### src/rtl/refill_pkg.sv
`timescale 1ns/1ps
package refill_pkg;

    localparam int BYTE_W = 8;

    typedef enum logic {
        ST_IDLE = 1'b0,
        ST_RUN  = 1'b1
    } refill_state_e;

    // Clock count from start sampling to the last byte landing.
    function automatic int refill_clks(input int lead, input int div, input int nbytes);
        return lead + div * nbytes;
    endfunction

    // Counter value during which the first byte read is issued.
    function automatic int first_read_cnt(input int lead, input int div);
        return lead + div - 1;
    endfunction

endpackage

### src/rtl/refill_timer.sv
`timescale 1ns/1ps
module refill_timer
    import refill_pkg::*;
#(
    parameter int LEAD_CLKS = 4,
    parameter int BUS_DIV   = 2,
    parameter int NBYTES    = 16,
    parameter int CNT_W     = 6
) (
    input  logic             clk,
    input  logic             rst,
    input  logic             start_i,
    output logic             busy_o,
    output logic             accept_o,
    output logic [CNT_W-1:0] cnt_o,
    output logic             phase_o,
    output logic             strobe_o,
    output logic             done_o
);
    localparam int TOTAL = refill_clks(LEAD_CLKS, BUS_DIV, NBYTES);
    localparam int FIRST = first_read_cnt(LEAD_CLKS, BUS_DIV);
    localparam logic [CNT_W-1:0] TOTAL_C = CNT_W'(TOTAL);
    localparam logic [CNT_W-1:0] FIRST_C = CNT_W'(FIRST);
    localparam logic [CNT_W-1:0] LAST_C  = CNT_W'(TOTAL - 1);
    localparam int PHASE_RES = FIRST % BUS_DIV;

    refill_state_e    state_q;
    logic [CNT_W-1:0] cnt_q;
    logic             window;

    always_ff @(posedge clk) begin
        if (rst) begin
            state_q <= ST_IDLE;
            cnt_q   <= '0;
        end else begin
            case (state_q)
                ST_IDLE: begin
                    if (start_i) begin
                        state_q <= ST_RUN;
                        cnt_q   <= '0;
                    end
                end
                default: begin
                    if (cnt_q == TOTAL_C) begin
                        state_q <= ST_IDLE;
                    end else begin
                        cnt_q <= cnt_q + 1'b1;
                    end
                end
            endcase
        end
    end

    always_comb begin
        busy_o   = (state_q == ST_RUN);
        accept_o = (state_q == ST_IDLE) && start_i;
        done_o   = busy_o && (cnt_q == TOTAL_C);
        phase_o  = busy_o && ((int'(cnt_q) % BUS_DIV) == PHASE_RES);
        window   = (cnt_q >= FIRST_C) && (cnt_q <= LAST_C);
        strobe_o = phase_o && window;
        cnt_o    = cnt_q;
    end

endmodule

### src/rtl/refill_assembler.sv
`timescale 1ns/1ps
module refill_assembler
    import refill_pkg::*;
#(
    parameter int ADDR_W = 32,
    parameter int NBYTES = 16,
    parameter int BPW    = 4,
    parameter int BI_W   = 4,
    parameter int LANE_W = 2,
    parameter int WI_W   = 2
) (
    input  logic                  clk,
    input  logic                  rst,
    input  logic                  load_i,
    input  logic [ADDR_W-1:0]     blk_addr_i,
    input  logic                  strobe_i,
    input  logic [BYTE_W-1:0]     mem_byte_i,
    output logic [ADDR_W-1:0]     mem_addr_o,
    output logic                  wr_en_o,
    output logic [WI_W-1:0]       wr_idx_o,
    output logic [BPW*BYTE_W-1:0] wr_data_o
);
    localparam int WORD_W = BPW * BYTE_W;
    localparam logic [LANE_W-1:0] TOP_LANE = LANE_W'(BPW - 1);

    logic [ADDR_W-1:0] base_q;
    logic [BI_W-1:0]   byte_idx_q;
    logic [WORD_W-1:0] word_q;
    logic [LANE_W-1:0] lane;
    logic              word_last;

    assign lane       = byte_idx_q[LANE_W-1:0];
    assign word_last  = strobe_i && (lane == TOP_LANE);
    assign mem_addr_o = base_q + ADDR_W'(byte_idx_q);

    always_ff @(posedge clk) begin
        if (rst) begin
            base_q     <= '0;
            byte_idx_q <= '0;
        end else if (load_i) begin
            base_q     <= {blk_addr_i[ADDR_W-1:BI_W], {BI_W{1'b0}}};
            byte_idx_q <= '0;
        end else if (strobe_i) begin
            byte_idx_q <= byte_idx_q + 1'b1;
        end
    end

    // One byte lane register per lane position.
    for (genvar g = 0; g < BPW; g++) begin : g_lane
        always_ff @(posedge clk) begin
            if (rst) begin
                word_q[g*BYTE_W +: BYTE_W] <= '0;
            end else if (strobe_i && (lane == LANE_W'(g))) begin
                word_q[g*BYTE_W +: BYTE_W] <= mem_byte_i;
            end
        end
    end

    always_ff @(posedge clk) begin
        if (rst) begin
            wr_en_o   <= 1'b0;
            wr_idx_o  <= '0;
            wr_data_o <= '0;
        end else begin
            wr_en_o <= word_last;
            if (word_last) begin
                wr_idx_o  <= byte_idx_q[BI_W-1:LANE_W];
                wr_data_o <= {mem_byte_i, word_q[WORD_W-BYTE_W-1:0]};
            end
        end
    end

endmodule

### src/rtl/refill_engine.sv
`timescale 1ns/1ps
module refill_engine
    import refill_pkg::*;
#(
    parameter int ADDR_W    = 32,
    parameter int WORDS     = 4,
    parameter int BPW       = 4,
    parameter int LEAD_CLKS = 4,
    parameter int BUS_DIV   = 2,
    parameter int CNT_W     = $clog2(LEAD_CLKS + BUS_DIV * WORDS * BPW + 1),
    parameter int WI_W      = $clog2(WORDS)
) (
    input  logic                  clk,
    input  logic                  rst,
    input  logic                  start_i,
    input  logic [ADDR_W-1:0]     blk_addr_i,
    output logic                  busy_o,
    output logic                  done_o,
    output logic [CNT_W-1:0]      cyc_cnt_o,
    output logic                  bus_phase_o,
    output logic                  mem_rd_o,
    output logic [ADDR_W-1:0]     mem_addr_o,
    input  logic [7:0]            mem_byte_i,
    output logic                  wr_en_o,
    output logic [WI_W-1:0]       wr_idx_o,
    output logic [BPW*8-1:0]      wr_data_o
);
    localparam int NBYTES = WORDS * BPW;
    localparam int BI_W   = $clog2(NBYTES);
    localparam int LANE_W = $clog2(BPW);

    logic accept;
    logic strobe;

    refill_timer #(
        .LEAD_CLKS (LEAD_CLKS),
        .BUS_DIV   (BUS_DIV),
        .NBYTES    (NBYTES),
        .CNT_W     (CNT_W)
    ) u_timer (
        .clk      (clk),
        .rst      (rst),
        .start_i  (start_i),
        .busy_o   (busy_o),
        .accept_o (accept),
        .cnt_o    (cyc_cnt_o),
        .phase_o  (bus_phase_o),
        .strobe_o (strobe),
        .done_o   (done_o)
    );

    refill_assembler #(
        .ADDR_W (ADDR_W),
        .NBYTES (NBYTES),
        .BPW    (BPW),
        .BI_W   (BI_W),
        .LANE_W (LANE_W),
        .WI_W   (WI_W)
    ) u_asm (
        .clk        (clk),
        .rst        (rst),
        .load_i     (accept),
        .blk_addr_i (blk_addr_i),
        .strobe_i   (strobe),
        .mem_byte_i (mem_byte_i),
        .mem_addr_o (mem_addr_o),
        .wr_en_o    (wr_en_o),
        .wr_idx_o   (wr_idx_o),
        .wr_data_o  (wr_data_o)
    );

    assign mem_rd_o = strobe;

endmodule

### config.mk
export PLATFORM = sky130hd
export DESIGN_NAME = refill_engine
export DESIGN_NICKNAME = d
export VERILOG_FILES = /design/src/rtl/refill_pkg.sv /design/src/rtl/refill_timer.sv /design/src/rtl/refill_assembler.sv /design/src/rtl/refill_engine.sv
export SDC_FILE = /design/constraint.sdc
export NUM_CORES = 1
export LEC_CHECK = 0
export ABC_CLOCK_PERIOD_IN_PS = 2300
export BUFFER_PORTS_ARGS = -buffer_cell sky130_fd_sc_hd__buf_2
export CORE_ASPECT_RATIO = 1.25
export CORE_UTILIZATION = 45
export DETAILED_ROUTE_END_ITERATION = 16
export GPL_ROUTABILITY_DRIVEN = 0
export PLACE_DENSITY_LB_ADDON = 0.05
export REMOVE_ABC_BUFFERS = 1
export SYNTH_ARGS = -nofsm -noshare
export SYNTH_HDL_FRONTEND = slang
export SYNTH_HIERARCHICAL = 1
export SYNTH_SLANG_ARGS = --single-unit
### constraint.sdc
create_clock -name clk -period 2.3 [get_ports clk]
set_input_delay 0.115 -clock clk [delete_from_list [all_inputs] [get_ports clk]]
set_output_delay 0.115 -clock clk [all_outputs]
set_load 0.05 [all_outputs]
==> impl_results.md, run 1 <==
- Run status: completed
- DRT iter0 DRCs: between 100 and 150
- Slew headroom: 0.5476
- Postcts setup bufs: 0
- Die area: a little under 10000 sq um
- CP Capture Type: output pin
- Vias post-DR: 3396
- Skew final: roughly 0.0042 ns
- Crit Path Max Fanout: 8
- Grt total ovfl: 0
- Antenna viol nets, final: 0
- Clock Sinks: 98
- Post-synth ARST share: 0
- Reg-to-reg slack, setup: 0.35 ns
- Commonest non-fill, non-tap cell in the layout: buf_2
- Fin. Hold Viols: 0
- Maximum clock rate: between 400 and 500 MHz
- Pwr Density: 705.1 nW/um^2
- Reg-to-reg startpoint: u_timer/cnt_o[1]
- DRC: 0
- Commonest non-fill, non-tap cells in the layout: 113 x buf_2, 97 x dfxtp_1, 65 x nand3_1
- Post-Synthesis Cells: 441
- Required time worst endpoint: 2.18 ns
- Vias in the first global route: ~3100
- CP startpoint kind: flop
- Synthesized area: roughly 4300 sq um
- Initial Util: 0.4652
- Drt via density: 5.107
- CP Cell Sequence: inv_1, ha_1, inv_1, o21ai_0, a21oi_1, o21a_4, clkbuf_4
- CTS tree: built
- Dpl hpwl: between 5 and 6 mm
- NumNets Final: between 500 and 600
- Finished Core Util: 0.5708
- Rows: 39
- Yosys top cell area share: 0.4597
- Setup TNS: 0 ns
- Cell count of the worst reg-to-reg path: 9
- Area growth, synth to finish: 22.69%
- Crit path DAT: a little under 2 ns
- Reg2reg end: u_asm/word_q[5]
- Max Buffers Root-to-Sink: 2
- Number of I/O pins: 120
- Port bufs: between 100 and 150
- Max_cap viols: 0
- Hold depth: 3
- Cell taking the most area after synthesis: dfxtp_1
- Die width: between 80 and 90 um
- Final period util: 0.9062
- Wirelength per Cell: approximately 13 um
- Sequential cell area: between 1500 and 2000 sq um
- Synthesis Warnings: 6
- Final WL: about 8.6 mm
- Crit path time final: approximately 2.1 ns
- Avg Cell Area, Syn: 9.678 sq um
- First-pass GRT wire length: around 14 mm
- Initial antenna violation count: 0
- Post-synth EDFFs: 0
- CTS buffer count: 9
- Crit-path most repeated cell: inv_1
- CTS clock-pin slew for the worst setup and hold paths: around 0.06 ns
- Final setup violating endpoints: 0
- N_diodes: 0
- Hold Startpoint: blk_addr_i[11]
- Placed insts: around 650
- H-tree depth: 3
- Critical Path Max Stage Delay: approximately 0.44 ns
- RSZ-0062 raised after global routing: false
- WHS: approximately 0.011 ns
- Top delay family on crit path: compound AO/OA/AOI/OAI gates
- Final Slew Violations: 0
- HP Class: input port to flop
- Maximum VDD drop: roughly 0.00042 V
- Fraction of layout cells with a size suffix above 1: 0.3579
- Core Region: 9174 sq um
- Placed cell area: between 4000 and 5000 sq um
- Yosys cell types: 33
- Synth Register Bits: between 90 and 100
- Pre-antenna DRT Iters: 4
- Synth Flop Type: dfxtp_1
- Worst Path Buf+Inv: 3
- Synth area leaders: dfxtp_1 46%, a21bo_2 9.1%, nand3_1 7.6%
- Clock root buffer: clkbuf_16
- Clock latency on the worst-skew pair: 0.34 ns
- Fin cells: 665
- Total track usage: 0.1840
- Layout fillers: a little under 900
- Multi-input gate area: a little over 2000 sq um
- Seq/Total Area, Yosys: 0.4597
- Die H: about 110 um
- Cell area after layout: 5236 sq um
- LEAKAGE: 2.265 nW
- Worst-margin pin slew: between 0.6 and 0.7 ns
- Hold endpoint: u_asm/base_q[11]
- Largest net degree at the start of global routing: 47
- Setup CP Type: flop to output pin
- Critical path's slowest cell: dfxtp_1
==> Yosys cell counts (all sizes together), types with 2 or more instances <==
cell    number
a21bo       59
a21boi       2
a21oi       64
buf         35
clkbuf       9
dfxtp       98
ha           9
inv          8
mux2i       30
nand2        3
nand3       65
nand4        2
nor2        37
o21ai        4
or3          4
==> registers in the layout, summed over array words and instances (netlist names) <==
name / flops
u_timer/cnt_o: 6
u_asm/wr_data_o: 32
u_asm/base_q: 28
u_asm/wr_idx_o: 2
u_timer/busy_o: 1
u_asm/byte_idx_q: 4
u_asm/word_q: 24
u_asm/wr_en_o: 1
==> repair_timing <==
item                       4_1_cts  5_1_grt
hold buffers                     5        0
setup endpoints to repair        0        1
hold endpoints to repair         5        0
resized for setup                0        2
==> routing by layer <==
metal	up-vias	routed length [um]	global-route usage
met5	-	0	0
met2	79	4053	0.2906
met4	0	179	0.08889
li1	1726	-	-
met3	11	427	0.03946
met1	1580	3899	0.2345
==> stage by stage <==
stage | power (mW) | worst slack, ns
floorplan | 2.004 | -2.599
global placement | 2.124 | 0.3138
detailed placement | 2.127 | 0.2901
CTS | 3.753 | 0.09865
global route | 3.844 | 0.03995
finish | 3.692 | 0.2157
==> worst min-delay path, delay by kind of cell <==
family                 cells  cell delay, ns
buffers and inverters      1            0.07
and+or+nand+nor            1            0.07
muxes                      1            0.05
==> report_power, final <==
group	switching [mW]	internal, mW	leakage (nW)
clock network	0.620	0.979	0.152
logic	0.235	0.106	1.32
registers	0.0197	1.73	0.795
total	0.875	2.82	2.26
==> final cells by class <==
cell class,count,share of cell area
multi-input combinational,291,0.3847
sequential,98,0.3749
timing repair buffer,130,0.1443
clock buffer,11,0.04636
tap,123,0.02939
clock inverter,4,0.01458
inverter,8,0.005735
==> logic make-up after synthesis <==
| logic type | synth area share |
|---|---|
| flops | 0.4597 |
| xor+xnor | 0.002053 |
| mux | 0.07300 |
| compound gates | 0.2381 |
| simple gates | 0.1302 |
| fa+ha+maj | 0.02639 |
| buf+inv | 0.07065 |
==> how the worst max path moves through the flow <==
stage	startpoint	end	slack, ns	cells after the start
CTS	u_timer/cnt_o[0]	mem_rd_o	0.1	7
global route	u_timer/cnt_o[1]	mem_rd_o	0.04	7
global placement	u_timer/cnt_o[0]	u_asm/word_q[22]	0.31	9
detailed placement	u_timer/cnt_o[0]	u_asm/word_q[22]	0.29	9
finish	u_timer/cnt_o[1]	mem_rd_o	0.22	7
floorplan	u_timer/cnt_o[0]	u_asm/byte_idx_q[3]	-2.60	5
No activity file was read; power rests on OpenSTA's default activity.
==> inputs of run 2 (changes only) <==
ABC_CLOCK_PERIOD_IN_PS = 2650   (was 2300)
clock period = 2.65 ns   (was 2.3 ns; I/O delays follow)
==> run 2 against run 1 <==
Effect of this change:
- die area is the same
- sequential cell count is the same
- utilization decreased by 1.4 points
- via count is 0.62% lower
- clock power decreased by 26%
- largest cell class unchanged
- first-iteration DRC count is 4.9% higher
- worst hold slack improved by 0.020 ns
- non-clock buffer count shrank 7
==> impl_results.md, run 2 (synthesized netlist as in run 1, its figures left out) <==
- Run status: completed
- Total track usage: 0.1855 (+0.001471)
- LEAKAGE: 2.210 nW (-2.4%)
- Dpl hpwl: 5.502 mm (-0.16%)
- Crit Path Max Fanout: 17 (+9)
- Slew headroom: 0.5532 (+0.005591)
- Vias in the first global route: 3102 (-1.1%)
- Setup CP Type: flop to output pin
- Port bufs: 115 (unchanged)
- DRC: 0 (unchanged)
- Critical path's slowest cell: dfxtp_1
- First-pass GRT wire length: 14.53 mm (+1.2%)
- Finished Core Util: 0.5569 (-0.01391)
- Clock latency on the worst-skew pair: 0.33 ns (about the same)
- Postcts setup bufs: 0 (unchanged)
- Skew final: 0.005526 ns (+0.001362 ns)
- Max_cap viols: 0 (unchanged)
- Pwr Density: 586.9 nW/um^2 (-17%)
- Initial Util: 0.4652 (unchanged)
- Die width: 89.11 um (unchanged)
- Max Buffers Root-to-Sink: 2 (unchanged)
- Maximum clock rate: around 450 MHz
- Reg with most FFs: u_asm/wr_data_o
- CP startpoint kind: flop
- Maximum VDD drop: 0.0003424 V (-18%)
- Int Pwr: 2.225 mW (-21%)
- Largest net degree at the start of global routing: 58 (+23%)
- Fraction of layout cells with a size suffix above 1: 0.3582 (about the same)
- H-tree depth: 3 (unchanged)
- Crit path time final: ~2.2 ns
- CTS buffer count: 9 (unchanged)
- Commonest non-fill, non-tap cells in the layout: 114 x buf_2, 98 x dfxtp_1, 65 x nand3_1
- WHS: 0.03109 ns (+0.01966 ns)
- Final Slew Violations: 0 (unchanged)
- CP Cell Sequence: inv_1, ha_1, inv_1, o21ai_0, a21oi_1, o21a_4, buf_2
- Die H: 110.9 um (unchanged)
- Max reg flops: 32 (unchanged)
- Final period util: 0.8462
- HP Class: input port to flop
- Final worst setup slack: 0.4076 ns (+0.1919 ns)
- Critical Path Max Stage Delay: 0.47 ns (+0.03 ns)
- Part of the power in registers: 0.507 (+0.032)
- Commonest non-fill, non-tap cell in the layout: buf_2
- NumNets Final: 583 (-1.2%)
- Crit-path most repeated cell: inv_1
- Crit path DAT: 2.11 ns (+0.14 ns)
- Rows: 39 (unchanged)
- Fin. Hold Viols: 0 (unchanged)
- Final setup violating endpoints: 0 (unchanged)
- Top delay family on crit path: compound AO/OA/AOI/OAI gates
- Area growth, synth to finish: 19.70%
- Required time worst endpoint: 2.52 ns (+0.34 ns)
- Vias post-DR: 3375 (-0.62%)
- Worst-margin pin slew: 0.6702 ns (-0.008386 ns)
- Clk pwr share: 0.397 (-0.036)
- CTS clock-pin slew for the worst setup and hold paths: 0.06 ns (about the same)
- Clock Sinks: 98 (unchanged)
- Core Region: 9174 sq um (unchanged)
- Placed insts: 643 (-0.31%)
- Initial antenna violation count: 0 (unchanged)
- RSZ-0062 raised after global routing: false
- Worst Path Buf+Inv: 3 (unchanged)
- Grt total ovfl: 0 (unchanged)
- Psw: 772.9 uW (-12%)
- CTS tree: built
- Sw Share: 0.2578 (+0.02072)
- Clock root buffer: clkbuf_16
- Fin cells: 659 (-0.90%)
- PostCTS Resize Cnt: 0 (unchanged)
- DRT iter0 DRCs: 149 (+4.9%)
- Wirelength per Cell: 12.99 um (+0.91%)
- Final WL: 8.560 mm (unchanged)
- Antenna viol nets, final: 0 (unchanged)
- Die area: 9880 sq um (unchanged)
- DP Worst Slack: 0.5834 ns (+0.2933 ns)
- Hold-fix buffers, CTS: 0 (-5)
- Number of I/O pins: 120 (unchanged)
- Setup TNS: 0 ns (unchanged)
- CP Capture Type: output pin
- N_diodes: 0 (unchanged)
- Gate power share: 0.096 (+0.004)
- Top Registers: u_asm/wr_data_o x32, u_asm/base_q x28, u_asm/word_q x24
- Drt via density: 5.121 (+0.29%)
- Pre-antenna DRT Iters: 4 (unchanged)
run 2: cell types whose count changed in the layout (fill, tap and decap cells not counted):
cell and change:
clkbuf_8 -1, buf_2 +1, clkbuf_4 -1, clkinv_4 +2, dfxtp_2 -1, buf_4 -1, bufinv_16 -2, clkinv_2 +2
dfxtp_1 +1, buf_12 -1, dlygate4sd3_1 -5
run 2: layout make-up:
cell class | count | area (sq um)
timing repair buffer | 123 | 675.6
sequential | 98 | 1962
tap | 123 | 153.9
inverter | 8 | 30.03
clock inverter | 6 | 43.79
fill | 915 | 4065
multi-input combinational | 291 | 2014
clock buffer | 10 | 229.0
run 2: stage by stage:
stage	power, mW	area, sq um
after global routing	3.123	5109
after floorplan	1.739	3996
after CTS	3.049	5109
final	2.998	5109
after detailed placement	1.844	4836
after global placement	1.839	4836
run 2: per-layer routing:
layer  up-vias  GRT usage  share of wire
li1       1715          -              -
met2        78     0.3008           0.47
met5         -          0              0
met4         0    0.07619          0.014
met1      1573     0.2320           0.46
met3         9    0.04468          0.052
run 2: power groups by stage:
stage | Sequential (mW) | Combinational [mW] | Clock [mW]
final | 1.52 | 0.288 | 1.19
after global routing | 1.52 | 0.310 | 1.29
after CTS | 1.52 | 0.291 | 1.24
after detailed placement | 1.55 | 0.291 | 0
after global placement | 1.55 | 0.287 | 0
after floorplan | 1.66 | 0.0796 | 0
run 2: path summary, 6_finish.rpt:
path | from | to | slack [ns] | cells after the start
max | u_timer/cnt_o[0] | mem_rd_o | 0.41 | 7
max reg2reg | u_timer/cnt_o[0] | u_asm/word_q[21] | 0.56 | 9
min reg2reg | u_asm/word_q[15] | u_asm/wr_data_o[15] | 0.47 | 2
min | blk_addr_i[9] | u_asm/base_q[9] | 0.03 | 3
run 2: worst register-to-register path, stage by stage (launching register included):
cell and delay [ns]:
dfxtp_1 0.47, inv_1 0.14, ha_1 0.21, inv_1 0.04, o21ai_0 0.09, a21oi_1 0.21, o21a_4 0.31, buf_12 0.26
a21bo_2 0.18, a21oi_1 0.05
